$ cat src/rtl/gpio_ovr_pkg.sv
package gpio_ovr_pkg;
  localparam int unsigned PORT_W   = 7;
  localparam int unsigned BUS_W    = 8;
  localparam int unsigned ADDR_W   = 4;
  localparam int unsigned N_CH     = 2;
  localparam int unsigned SEL_W    = 2;
  localparam int unsigned TMR_PIN0 = 4;
  localparam int unsigned SYNC_N   = 2;
  localparam logic [ADDR_W-1:0] DATA_OFS = 4'h5;
  localparam logic [ADDR_W-1:0] DIR_OFS  = 4'hD;

  typedef enum logic [1:0] {
    SEL_NONE = 2'd0,
    SEL_DATA = 2'd1,
    SEL_DIR  = 2'd2
  } reg_sel_e;
endpackage

$ cat src/rtl/gpio_ovr_regs.sv
module gpio_ovr_regs
  import gpio_ovr_pkg::*;
#(
  parameter int unsigned WIDTH = PORT_W,
  parameter int unsigned AW    = ADDR_W,
  parameter logic [AW-1:0] D_OFS = DATA_OFS,
  parameter logic [AW-1:0] R_OFS = DIR_OFS
) (
  input  logic             clk_i,
  input  logic             rst_ni,
  input  logic [AW-1:0]    addr_i,
  input  logic             wr_en_i,
  input  logic [WIDTH-1:0] wdata_i,
  output reg_sel_e         sel_o,
  output logic [WIDTH-1:0] lat_q_o,
  output logic [WIDTH-1:0] dir_q_o
);
  reg_sel_e sel;

  always_comb begin
    if (addr_i == D_OFS)      sel = SEL_DATA;
    else if (addr_i == R_OFS) sel = SEL_DIR;
    else                      sel = SEL_NONE;
  end

  // latch accepts writes regardless of direction (allows preload)
  always_ff @(posedge clk_i or negedge rst_ni) begin
    if (!rst_ni) begin
      lat_q_o <= '0;
      dir_q_o <= '0;
    end else if (wr_en_i) begin
      if (sel == SEL_DATA) lat_q_o <= wdata_i;
      if (sel == SEL_DIR)  dir_q_o <= wdata_i;
    end
  end

  assign sel_o = sel;
endmodule

$ cat src/rtl/gpio_ovr_sync.sv
module gpio_ovr_sync #(
  parameter int unsigned WIDTH  = 7,
  parameter int unsigned STAGES = 2
) (
  input  logic             clk_i,
  input  logic             rst_ni,
  input  logic [WIDTH-1:0] d_i,
  output logic [WIDTH-1:0] q_o
);
  logic [STAGES-1:0][WIDTH-1:0] stg_q;

  always_ff @(posedge clk_i or negedge rst_ni) begin
    if (!rst_ni) stg_q <= '0;
    else         stg_q <= {stg_q[STAGES-2:0], d_i};
  end

  assign q_o = stg_q[STAGES-1];
endmodule

$ cat src/rtl/gpio_ovr_pin_mux.sv
module gpio_ovr_pin_mux
  import gpio_ovr_pkg::*;
#(
  parameter int unsigned WIDTH = PORT_W,
  parameter int unsigned NCH   = N_CH,
  parameter int unsigned SW    = SEL_W,
  parameter int unsigned PIN0  = TMR_PIN0
) (
  input  logic [WIDTH-1:0]  lat_i,
  input  logic [WIDTH-1:0]  dir_i,
  input  logic [NCH*SW-1:0] tmr_sel_i,
  input  logic [NCH-1:0]    tmr_oe_i,
  input  logic [NCH-1:0]    tmr_do_i,
  output logic [WIDTH-1:0]  pin_o,
  output logic [WIDTH-1:0]  pin_oe_o
);
  for (genvar i = 0; i < WIDTH; i++) begin : g_pin
    if (i >= PIN0 && i < PIN0 + NCH) begin : g_tmr
      localparam int unsigned CH = i - PIN0;
      logic owned;
      assign owned       = |tmr_sel_i[CH*SW +: SW];
      assign pin_oe_o[i] = owned ? tmr_oe_i[CH] : dir_i[i];
      assign pin_o[i]    = owned ? tmr_do_i[CH] : lat_i[i];
    end else begin : g_gpio
      assign pin_oe_o[i] = dir_i[i];
      assign pin_o[i]    = lat_i[i];
    end
  end
endmodule

$ cat src/rtl/gpio_ovr_port.sv
module gpio_ovr_port
  import gpio_ovr_pkg::*;
#(
  parameter int unsigned WIDTH = PORT_W,
  parameter int unsigned DW    = BUS_W,
  parameter int unsigned AW    = ADDR_W,
  parameter int unsigned NCH   = N_CH,
  parameter int unsigned SW    = SEL_W,
  parameter int unsigned PIN0  = TMR_PIN0,
  parameter int unsigned SYNC  = SYNC_N
) (
  input  logic              clk_i,
  input  logic              rst_ni,
  input  logic [AW-1:0]     addr_i,
  input  logic              wr_en_i,
  input  logic [DW-1:0]     wdata_i,
  output logic [DW-1:0]     rdata_o,
  input  logic [WIDTH-1:0]  pin_i,
  output logic [WIDTH-1:0]  pin_o,
  output logic [WIDTH-1:0]  pin_oe_o,
  input  logic [NCH*SW-1:0] tmr_sel_i,
  input  logic [NCH-1:0]    tmr_oe_i,
  input  logic [NCH-1:0]    tmr_do_i
);
  localparam int unsigned PAD_W = DW - WIDTH;

  reg_sel_e         sel;
  logic [WIDTH-1:0] lat_q, dir_q, pin_sync, rd_port;
  logic             unused_wdata;

  assign unused_wdata = ^wdata_i[DW-1:WIDTH];

  gpio_ovr_regs #(.WIDTH(WIDTH), .AW(AW)) regs_i (
    .clk_i   (clk_i),
    .rst_ni  (rst_ni),
    .addr_i  (addr_i),
    .wr_en_i (wr_en_i),
    .wdata_i (wdata_i[WIDTH-1:0]),
    .sel_o   (sel),
    .lat_q_o (lat_q),
    .dir_q_o (dir_q)
  );

  gpio_ovr_sync #(.WIDTH(WIDTH), .STAGES(SYNC)) sync_i (
    .clk_i  (clk_i),
    .rst_ni (rst_ni),
    .d_i    (pin_i),
    .q_o    (pin_sync)
  );

  gpio_ovr_pin_mux #(.WIDTH(WIDTH), .NCH(NCH), .SW(SW), .PIN0(PIN0)) mux_i (
    .lat_i     (lat_q),
    .dir_i     (dir_q),
    .tmr_sel_i (tmr_sel_i),
    .tmr_oe_i  (tmr_oe_i),
    .tmr_do_i  (tmr_do_i),
    .pin_o     (pin_o),
    .pin_oe_o  (pin_oe_o)
  );

  // read select follows direction bits only, never ownership
  assign rd_port = (dir_q & lat_q) | (~dir_q & pin_sync);

  always_comb begin
    unique case (sel)
      SEL_DATA: rdata_o = {{PAD_W{1'b0}}, rd_port};
      SEL_DIR:  rdata_o = {{PAD_W{1'b0}}, dir_q};
      default:  rdata_o = '0;
    endcase
  end
endmodule

$ cat config.mk
export PLATFORM = sky130hd
export DESIGN_NAME = gpio_ovr_port
export DESIGN_NICKNAME = d
export VERILOG_FILES = /design/src/rtl/gpio_ovr_pkg.sv /design/src/rtl/gpio_ovr_regs.sv /design/src/rtl/gpio_ovr_sync.sv /design/src/rtl/gpio_ovr_pin_mux.sv /design/src/rtl/gpio_ovr_port.sv
export SDC_FILE = /design/constraint.sdc
export NUM_CORES = 1
export LEC_CHECK = 0
export ABC_AREA = 0
export CAP_MARGIN = 20
export CORE_MARGIN = 2
export CORE_UTILIZATION = 30
export CTS_BUF_LIST = sky130_fd_sc_hd__clkbuf_16
export CTS_CLUSTER_SIZE = 28
export DETAILED_ROUTE_END_ITERATION = 6
export PLACE_DENSITY_LB_ADDON = 0.3
export SLEW_MARGIN = 20
export SYNTH_ARGS = -nofsm -noshare
export SYNTH_HDL_FRONTEND = slang
export SYNTH_HIERARCHICAL = 1
export SYNTH_SLANG_ARGS = --single-unit
$ cat constraint.sdc
create_clock -name clk_i -period 1.63 [get_ports clk_i]
set_clock_uncertainty 0.1 [all_clocks]
set_input_delay 0.326 -clock clk_i [delete_from_list [all_inputs] [get_ports clk_i]]
set_output_delay 0.326 -clock clk_i [all_outputs]
set_load 0.005 [all_outputs]
Word-level counts from Yosys, hierarchy flattened
Index checks and enable logic that the tools add are counted.

operators by class
  equality and inequality tests = 4
  muxes and demuxes = 7
  bitwise operators = 4
  reductions and logical operators = 4

operators by type and width
  operator            count
  $and 7x7->7         2
  $pmux 7 s2          1
  $not 7->7           1
  $or 7x7->7          1
  $eq 4x3->1 const B  1
  $eq 4x4->1 const B  1
  $mux 1              4
  $mux 2              2
  $reduce_and 2->1    2
  $reduce_or 2->1     2
  $eq 2x1->1 const B  1
  $eq 2x2->1 const B  1

storage, ports and cells
  flip-flop bits (word level) = 28
  input bits = 30
  logic and storage cells = 23

Longest topological paths before layout
Gate-level depths: netlist of run 1.

  depth in word-level cells = 5
  depth in mapped cells = 6
  depth with buffers taken out = 6

By module
The synthesis of run 1 kept the hierarchy.

modules (own cells, without submodules)
  module            times used  cells each  area an instance (um2)
  gpio_ovr_regs     1           33          558.0
  gpio_ovr_sync     1           21          402.9
  gpio_ovr_port     1           24          192.7
  gpio_ovr_pin_mux  1           16          132.6

Least setup slack after synthesis of run 1
Ideal clock, no wire load.

  kind = input to output
  from = in addr_i[3]
  to = out rdata_o[2]
  data arrival time = 1.412 ns
  required time = 1.204 ns
  path slack = -0.208 ns
  stages = 5
  buffers on the path = 0
  cells stage by stage = and4bb_2 -> inv_1 -> ha_1 -> nand2b_1 -> o2bb2ai_1

between the ends
  word-level cells in the longest chain between the ends = 5
  elaborated cells on any way between the ends = 7
  classes of those cells = eq/ne: 4; mux: 3

RTL lines
  what                                             line                 RTL
  start, declared                                  gpio_ovr_port.sv:14  input logic [AW-1:0] addr_i,
  $eq 4x4->1                                       gpio_ovr_regs.sv:22  else if (addr_i == R_OFS) sel = SEL_DIR;
  $mux 2                                           gpio_ovr_regs.sv:22
  $mux 2 *                                         gpio_ovr_regs.sv:21  if (addr_i == D_OFS) sel = SEL_DATA;
  $eq 2x2->1 / $eq 2x1->1 (equally long branches)  gpio_ovr_port.sv:65  unique case (sel)
  $pmux 7 s2 *                                     gpio_ovr_port.sv:65
  end, declared                                    gpio_ovr_port.sv:17  output logic [DW-1:0] rdata_o,

Mark *: on every way between the ends. The rest lies on a longest branch, timed or not.

Worst setup path in the final report of run 1
  from = in addr_i[1]
  to = out rdata_o[2]

between the ends
  elaborated cells on any way between the ends = 7
  classes of those cells = eq/ne: 4; mux: 3

RTL lines
  what                                             line                 RTL
  $eq 4x3->1 *                                     gpio_ovr_regs.sv:21
  $mux 2 *                                         gpio_ovr_regs.sv:21
  via sel[0]                                       gpio_ovr_port.sv:27  reg_sel_e sel;
  $eq 2x2->1 / $eq 2x1->1 (equally long branches)  gpio_ovr_port.sv:65
  $pmux 7 s2 *                                     gpio_ovr_port.sv:65

Mark *: on every way through the listed nets, which the timed path passes. The rest lies on a longest branch.

==> results of run 1 <==
worst paths after layout:
kind | startpoint | end | depth (start not counted)
setup / recovery | addr_i[1] | rdata_o[2] | 9
hold / removal | sync_i/stg_q[0] | sync_i/q_o[0] | 0
setup reg to reg | regs_i/dir_q_o[5] | regs_i/dir_q_o[5] | 2
hold reg to reg | sync_i/stg_q[0] | sync_i/q_o[0] | 0
max in group asynchronous | rst_ni | sync_i/stg_q[3] | 2
min in group asynchronous | rst_ni | sync_i/stg_q[1] | 2
final cells by class:
cell class | count | share of cell area [%]
Clock buffer | 3 | 3.40
Clock inverter | 1 | 1.36
Inverter | 3 | 0.510
Multi-Input combinational cell | 45 | 25.6
Sequential cell | 28 | 31.7
Tap cell | 50 | 2.83
Timing Repair Buffer | 87 | 34.6
per-stage QoR:
stage | util [%] | hold slack (ns) | instances
2_1_floorplan | - | -0.0696 | 94
3_3_place_gp | 46.8 | 0.233 | 190
3_5_place_dp | 46.8 | 0.236 | 190
4_1_cts | 53.3 | 0.252 | 216
5_1_grt | 54.4 | 0.259 | 217
6_report | 54.4 | 0.249 | 217
power breakdown:
part / internal (mW) / switching (mW)
clock: 0.489 / 0.238
sequential: 0.793 / 0.0631
combinational: 0.367 / 0.195
total: 1.65 / 0.496
cells in the final DEF, fill, tap and decap left out, types with 2 or more instances in the layout:
master	n
mux2i_1	6
buf_2	13
o2bb2ai_2	4
buf_4	27
mux2_4	2
o2bb2ai_4	2
ha_4	2
nor2b_4	2
clkbuf_16	3
dlygate4sd2_1	6
dfrtp_1	28
inv_1	2
dlymetal6s2s_1	3
nor2_2	2
mux2_2	16
buf_6	13
clkdlybuf4s50_1	21
flip-flops by register name, indices dropped and copies added (netlist names):
signal,count
regs_i/dir_q_o,7
regs_i/lat_q_o,7
sync_i/q_o,7
sync_i/stg_q,7
synthesized netlist by cell type:
cell type / n
nor2b_2: 1
a311oi_1: 1
dfrtp_1: 28
a21oi_1: 1
nand2_4: 1
nand2b_1: 1
and4bb_2: 1
and3_2: 1
o2bb2ai_1: 6
nor2_2: 2
nand2_1: 1
conb_1: 1
inv_1: 3
nor2b_1: 1
buf_4: 18
mux2_2: 18
nand4_2: 1
mux2i_1: 6
ha_1: 2
worst max-delay path: stages:
cell and delay (ns):
buf_8 0.10, and4bb_2 0.32, inv_2 0.05, ha_4 0.22
nor2b_4 0.19, buf_6 0.13, buf_6 0.09, o2bb2ai_4 0.10
buf_2 0.13
kinds of logic after synthesis:
kind of cell | Yosys count
AOI/OAI and AO/OA | 8
adders and majority gates | 2
buffers and inverters | 21
DFF | 28
muxes | 24
other | 1
and+or+nand+nor | 10
timing repair:
item	CTS	global route
pin swaps	9	4
setup endpoints to repair	26	11
buffers inserted	24	1
resized for setup	95	9
layer usage:
layer,global-route usage (%),vias up,share of wire [%]
li1,-,452,-
met1,16.8,474,38
met2,25.3,38,55
met3,3.49,2,6.0
met4,3.27,0,0.64
met5,0,-,0
==> flow_summary.toml, run 1 <==
[pwr]
powerDensity_mw_per_mm2 = 972
leakagePower_nw = 1.07
vdd_drop_max_mv = 0.558
p_total_mw = 2.15

[cells_and_area]
area_growth_pct = 71.7
fin_area_mm2 = 0.00221
diodes = 0
nets = 200
drive_above_1_share_pct = 58.1
multi_input_area_um2 = 564
nFillCells = 354
seq_area_um2 = 701

[synth]
syn_avg_cell_area_um2 = 13.7
synthDominantCellAreaShare_pct = 54.5
yosys.area_share.simple_pct = 6.32
synthXorXnorAreaFrac_pct = 0
synth-compound-area-share_pct = 5.16
synth_largest_area_cell = "dfrtp_1"
synth-adder-area-share_pct = 1.95
muxShareOfSynthArea_pct = 20.4
ys_ff_latch = 28
mappedNetlistArea_mm2 = 0.00129
synthTopCellsByArea = "dfrtp_1, mux2_2, buf_4, mux2i_1, o2bb2ai_1"
synth_top_family_by_area = "multiplexers"
synthDistinctLibCells = 19
yosysSeqAreaShare_pct = 54.5
yosys_warnings = 6
syn_nets = 126
synth_cells = 94

[clocking]
cts_tree = "done"
cts_root_buf = "clkbuf_16"
hold_buffers = 0
clock_sinks = 28
numCtsBuffers = 3
clockBufferDepth = 2
path_clk_slew_ns = 0.07
h-tree-depth = 1
clock_latency_ns = 0.26

[drt]
vias_per_cell = 4.45
route.vias.total = 966
wl_um = 3300
drc_errors = 0
wl_per_cell_um = 15.2
ant_nets = 0
firstDrtPassIters = 4
drt_first_iter_violations = 10

[timing]
max_freq_ghz = 0.477
fin_ws_ns = -0.465
hold_violations = 0
finalSetupViolations = 7
rsz0062_at_grt = "true"
setup_tns_ns = -2.91
period_minus_slack_ns = 2.10
min_period_over_period_pct = 129
slew_viol_final = 0

[grt]
grt_util_all_layers_pct = 14.1
first_global_vias = 1064
grt_pass1_wl_um = 5290
grt_max_degree = 29
overflow = 0
antenna_found_initial = 0

[hold_path]
hold_path.class = "register to register"

[die]
die_h_um = 69.5
io_pins = 52
die_area_mm2 = 0.00483
die_w_um = 69.5
start_util_pct = 31.7
floorplan.core_area_mm2 = 0.00406
row_count = 23

[placement]
port_buffers = 49
place_ws_ns = -1.19
dp_hpwl_um = 2120
routabilityCongestion = 0.930
postPlaceCellArea_mm2 = 0.00190

[job]
drv_cap = 0

[setup_path]
worst_setup_path_start_kind = "primary input"
critical_path_class = "primary input to primary output"
r2r_slack_ns = 0.60
cp_max_fo = 4
cp.arrival_ns = 1.67
cp.required_ns = 1.20
crit_path_end_kind = "primary output"

[run_status]
violations = "negative setup slack"
status = "finished, violations left"
Note: power is estimated with default switching activity, not from simulation.
==> run 2, diff against run 1 <==
--- a/config.mk
+++ b/config.mk
@@ -6,14 +6,13 @@
 export NUM_CORES = 1
 export LEC_CHECK = 0
 export ABC_AREA = 0
-export CAP_MARGIN = 20
+export CAP_MARGIN = 5
 export CORE_MARGIN = 2
 export CORE_UTILIZATION = 30
 export CTS_BUF_LIST = sky130_fd_sc_hd__clkbuf_16
 export CTS_CLUSTER_SIZE = 28
 export DETAILED_ROUTE_END_ITERATION = 6
 export PLACE_DENSITY_LB_ADDON = 0.3
-export SLEW_MARGIN = 20
 export SYNTH_ARGS = -nofsm -noshare
 export SYNTH_HDL_FRONTEND = slang
 export SYNTH_HIERARCHICAL = 1
==> results of run 2 <==
The final DEF is identical to that of run 1; final timing and power are the same.
==> run 3, diff against run 2 <==
--- a/config.mk
+++ b/config.mk
@@ -6,8 +6,8 @@
 export NUM_CORES = 1
 export LEC_CHECK = 0
 export ABC_AREA = 0
-export CAP_MARGIN = 5
-export CORE_MARGIN = 2
+export CAP_MARGIN = 0
+export CORE_MARGIN = 3
 export CORE_UTILIZATION = 30
 export CTS_BUF_LIST = sky130_fd_sc_hd__clkbuf_16
 export CTS_CLUSTER_SIZE = 28
==> run 3 against run 2 <==
  * Fmax grew 3.5%
  * Combinational power is 1% higher
  * Via count down 4.5%
  * Global-route usage fell by 1.3 points
  * The flow still finishes with violations (negative setup slack)
  * Utilization down 1.4 points
  * Setup slack improved by 0.072 ns
  * Sequential cell count stayed put
  * Non-clock buffer count fell by 5
  * Register-to-register slack about the same
  * First-iteration DRC count fell by 50%
  * Worst hold slack better by 0.0012 ns
  * Routed wire length is 3.3% lower
==> flow_summary.toml, run 3 (synthesized netlist as in run 1, its figures left out) <==
[drt]
vias_per_cell = 4.35
ant_nets = 0
wl_um = 3190
firstDrtPassIters = 4
route.vias.total = 923
wl_per_cell_um = 15.0
drt_first_iter_violations = 5
drc_errors = 0

[cells_and_area]
nets = 195
diodes = 0
drive_above_1_share_pct = 56.2
mostFrequentLayoutCell = "dfrtp_1"
area_growth_pct = 67.1
mostFrequentLayoutCells = "dfrtp_1, buf_4, clkdlybuf4s50_1"
fin_area_mm2 = 0.00215

[placement]
dp_hpwl_um = 2060
postPlaceCellArea_mm2 = 0.00191
routabilityCongestion = 0.728
port_buffers = 49

[clocking]
cts_tree = "done"
path_clk_slew_ns = 0.07
clock_sinks = 28
clockBufferDepth = 2
clock_latency_ns = 0.26
cts_root_buf = "clkbuf_16"
numCtsBuffers = 3
hold_buffers = 0
h-tree-depth = 1

[grt]
top_usage_layer = "met2"
grt_pass1_wl_um = 5000
antenna_found_initial = 0
use_met2_pct = 21.4
gr-usage-met1_pct = 16.2
grt_max_degree = 29
grt_util_all_layers_pct = 12.8
first_global_vias = 1021
overflow = 0
met3_usage_pct = 2.81

[timing]
slew_viol_final = 0
period_minus_slack_ns = 2.02
rsz0062_at_grt = "true"
hold_ws_ns = 0.250
min_period_over_period_pct = 124
max_freq_ghz = 0.494
fin_ws_ns = -0.393
hold_violations = 0
finalSetupViolations = 7

[pwr]
powerDensity_mw_per_mm2 = 923
leakagePower_nw = 1.00
switching_share_pct = 24.6
switchingPower_uw = 488
vdd_drop_max_mv = 0.438
p_clk_share_pct = 28.1
internal-power_mw = 1.50
p_seq_share_pct = 43.2
p_total_mw = 1.98
comb_power_share_pct = 28.7

[die]
io_pins = 52
floorplan.core_area_mm2 = 0.00406
die_w_um = 71.5
die_area_mm2 = 0.00511
row_count = 23
start_util_pct = 31.7
die_h_um = 71.5

[setup_path]
r2r_cells = 2
cp.arrival_ns = 1.60
cp.required_ns = 1.20
crit_path_end_kind = "primary output"
cp_max_fo = 3
worst_r2r_startpoint = "regs_i/dir_q_o[4]"
r2r_end = "regs_i/dir_q_o[4]"
worst_setup_path_start_kind = "primary input"
critical_path_class = "primary input to primary output"
r2r_slack_ns = 0.59

[run_status]
status = "finished, violations left"
violations = "negative setup slack"

[job]
drv_cap = 0

[hold_path]
hold_path_startpoint = "sync_i/stg_q[1]"
worstHoldEndpoint = "sync_i/q_o[1]"
hold-path-cell-count = 0
hold_path.class = "register to register"
-- run 3: worst max-delay path, cell delays in order --
cell and delay (ns):
buf_8 0.10, and4bb_2 0.31, inv_2 0.05, ha_4 0.22
nor2b_4 0.15, buf_6 0.12, buf_6 0.09, o2bb2ai_4 0.09
buf_2 0.12
-- run 3: layer usage --
metal / share of wire, % / vias to the layer above
met1: 44 / 439
met2: 49 / 38
met4: 1.0 / 0
met5: 0 / -
met3: 6.3 / 4
li1: - / 442
-- run 3: area by class of cell --
type                            instances  area, um^2
Inverter                                3        11.3
Clock inverter                          1        3.75
Fill cell                             351        1910
Multi-Input combinational cell         45         578
Tap cell                               50        62.6
Sequential cell                        28         701
Timing Repair Buffer                   82         718
Clock buffer                            3        75.1
-- run 3: timing repair --
action                                  CTS  global route
pin swaps                                 9             6
endpoints found under the setup margin   24            10
gates resized for setup                  89             9
buffers inserted                         19             1
-- run 3: how the worst max path moves through the flow --
stage	start	endpoint	slack, ns	depth (start not counted)
3_5_place_dp	addr_i[0]	rdata_o[4]	-1.13	7
2_1_floorplan	addr_i[1]	rdata_o[0]	-0.08	5
5_1_grt	addr_i[0]	rdata_o[4]	-0.44	9
3_3_place_gp	addr_i[0]	rdata_o[6]	-1.10	7
4_1_cts	addr_i[3]	rdata_o[4]	-0.39	9
6_report	addr_i[1]	rdata_o[4]	-0.39	9
-- run 3: power by group through the flow --
stage,logic [mW],registers [mW],clock network (mW)
2_1_floorplan,0.254,0.874,0
3_3_place_gp,0.500,0.869,0
3_5_place_dp,0.513,0.873,0
4_1_cts,0.556,0.853,0.575
5_1_grt,0.616,0.869,0.597
6_report,0.570,0.856,0.558
-- run 3: stage by stage --
stage	setup TNS, ns	setup WS [ns]	std cells	utilization, %
after floorplan	-0.494	-0.0774	94	-
after global placement	-12.89	-1.10	191	47.0
after detailed placement	-13.42	-1.13	191	47.0
after CTS	-2.30	-0.389	212	52.1
after global routing	-2.76	-0.441	212	53.0
final	-2.34	-0.393	212	53.0
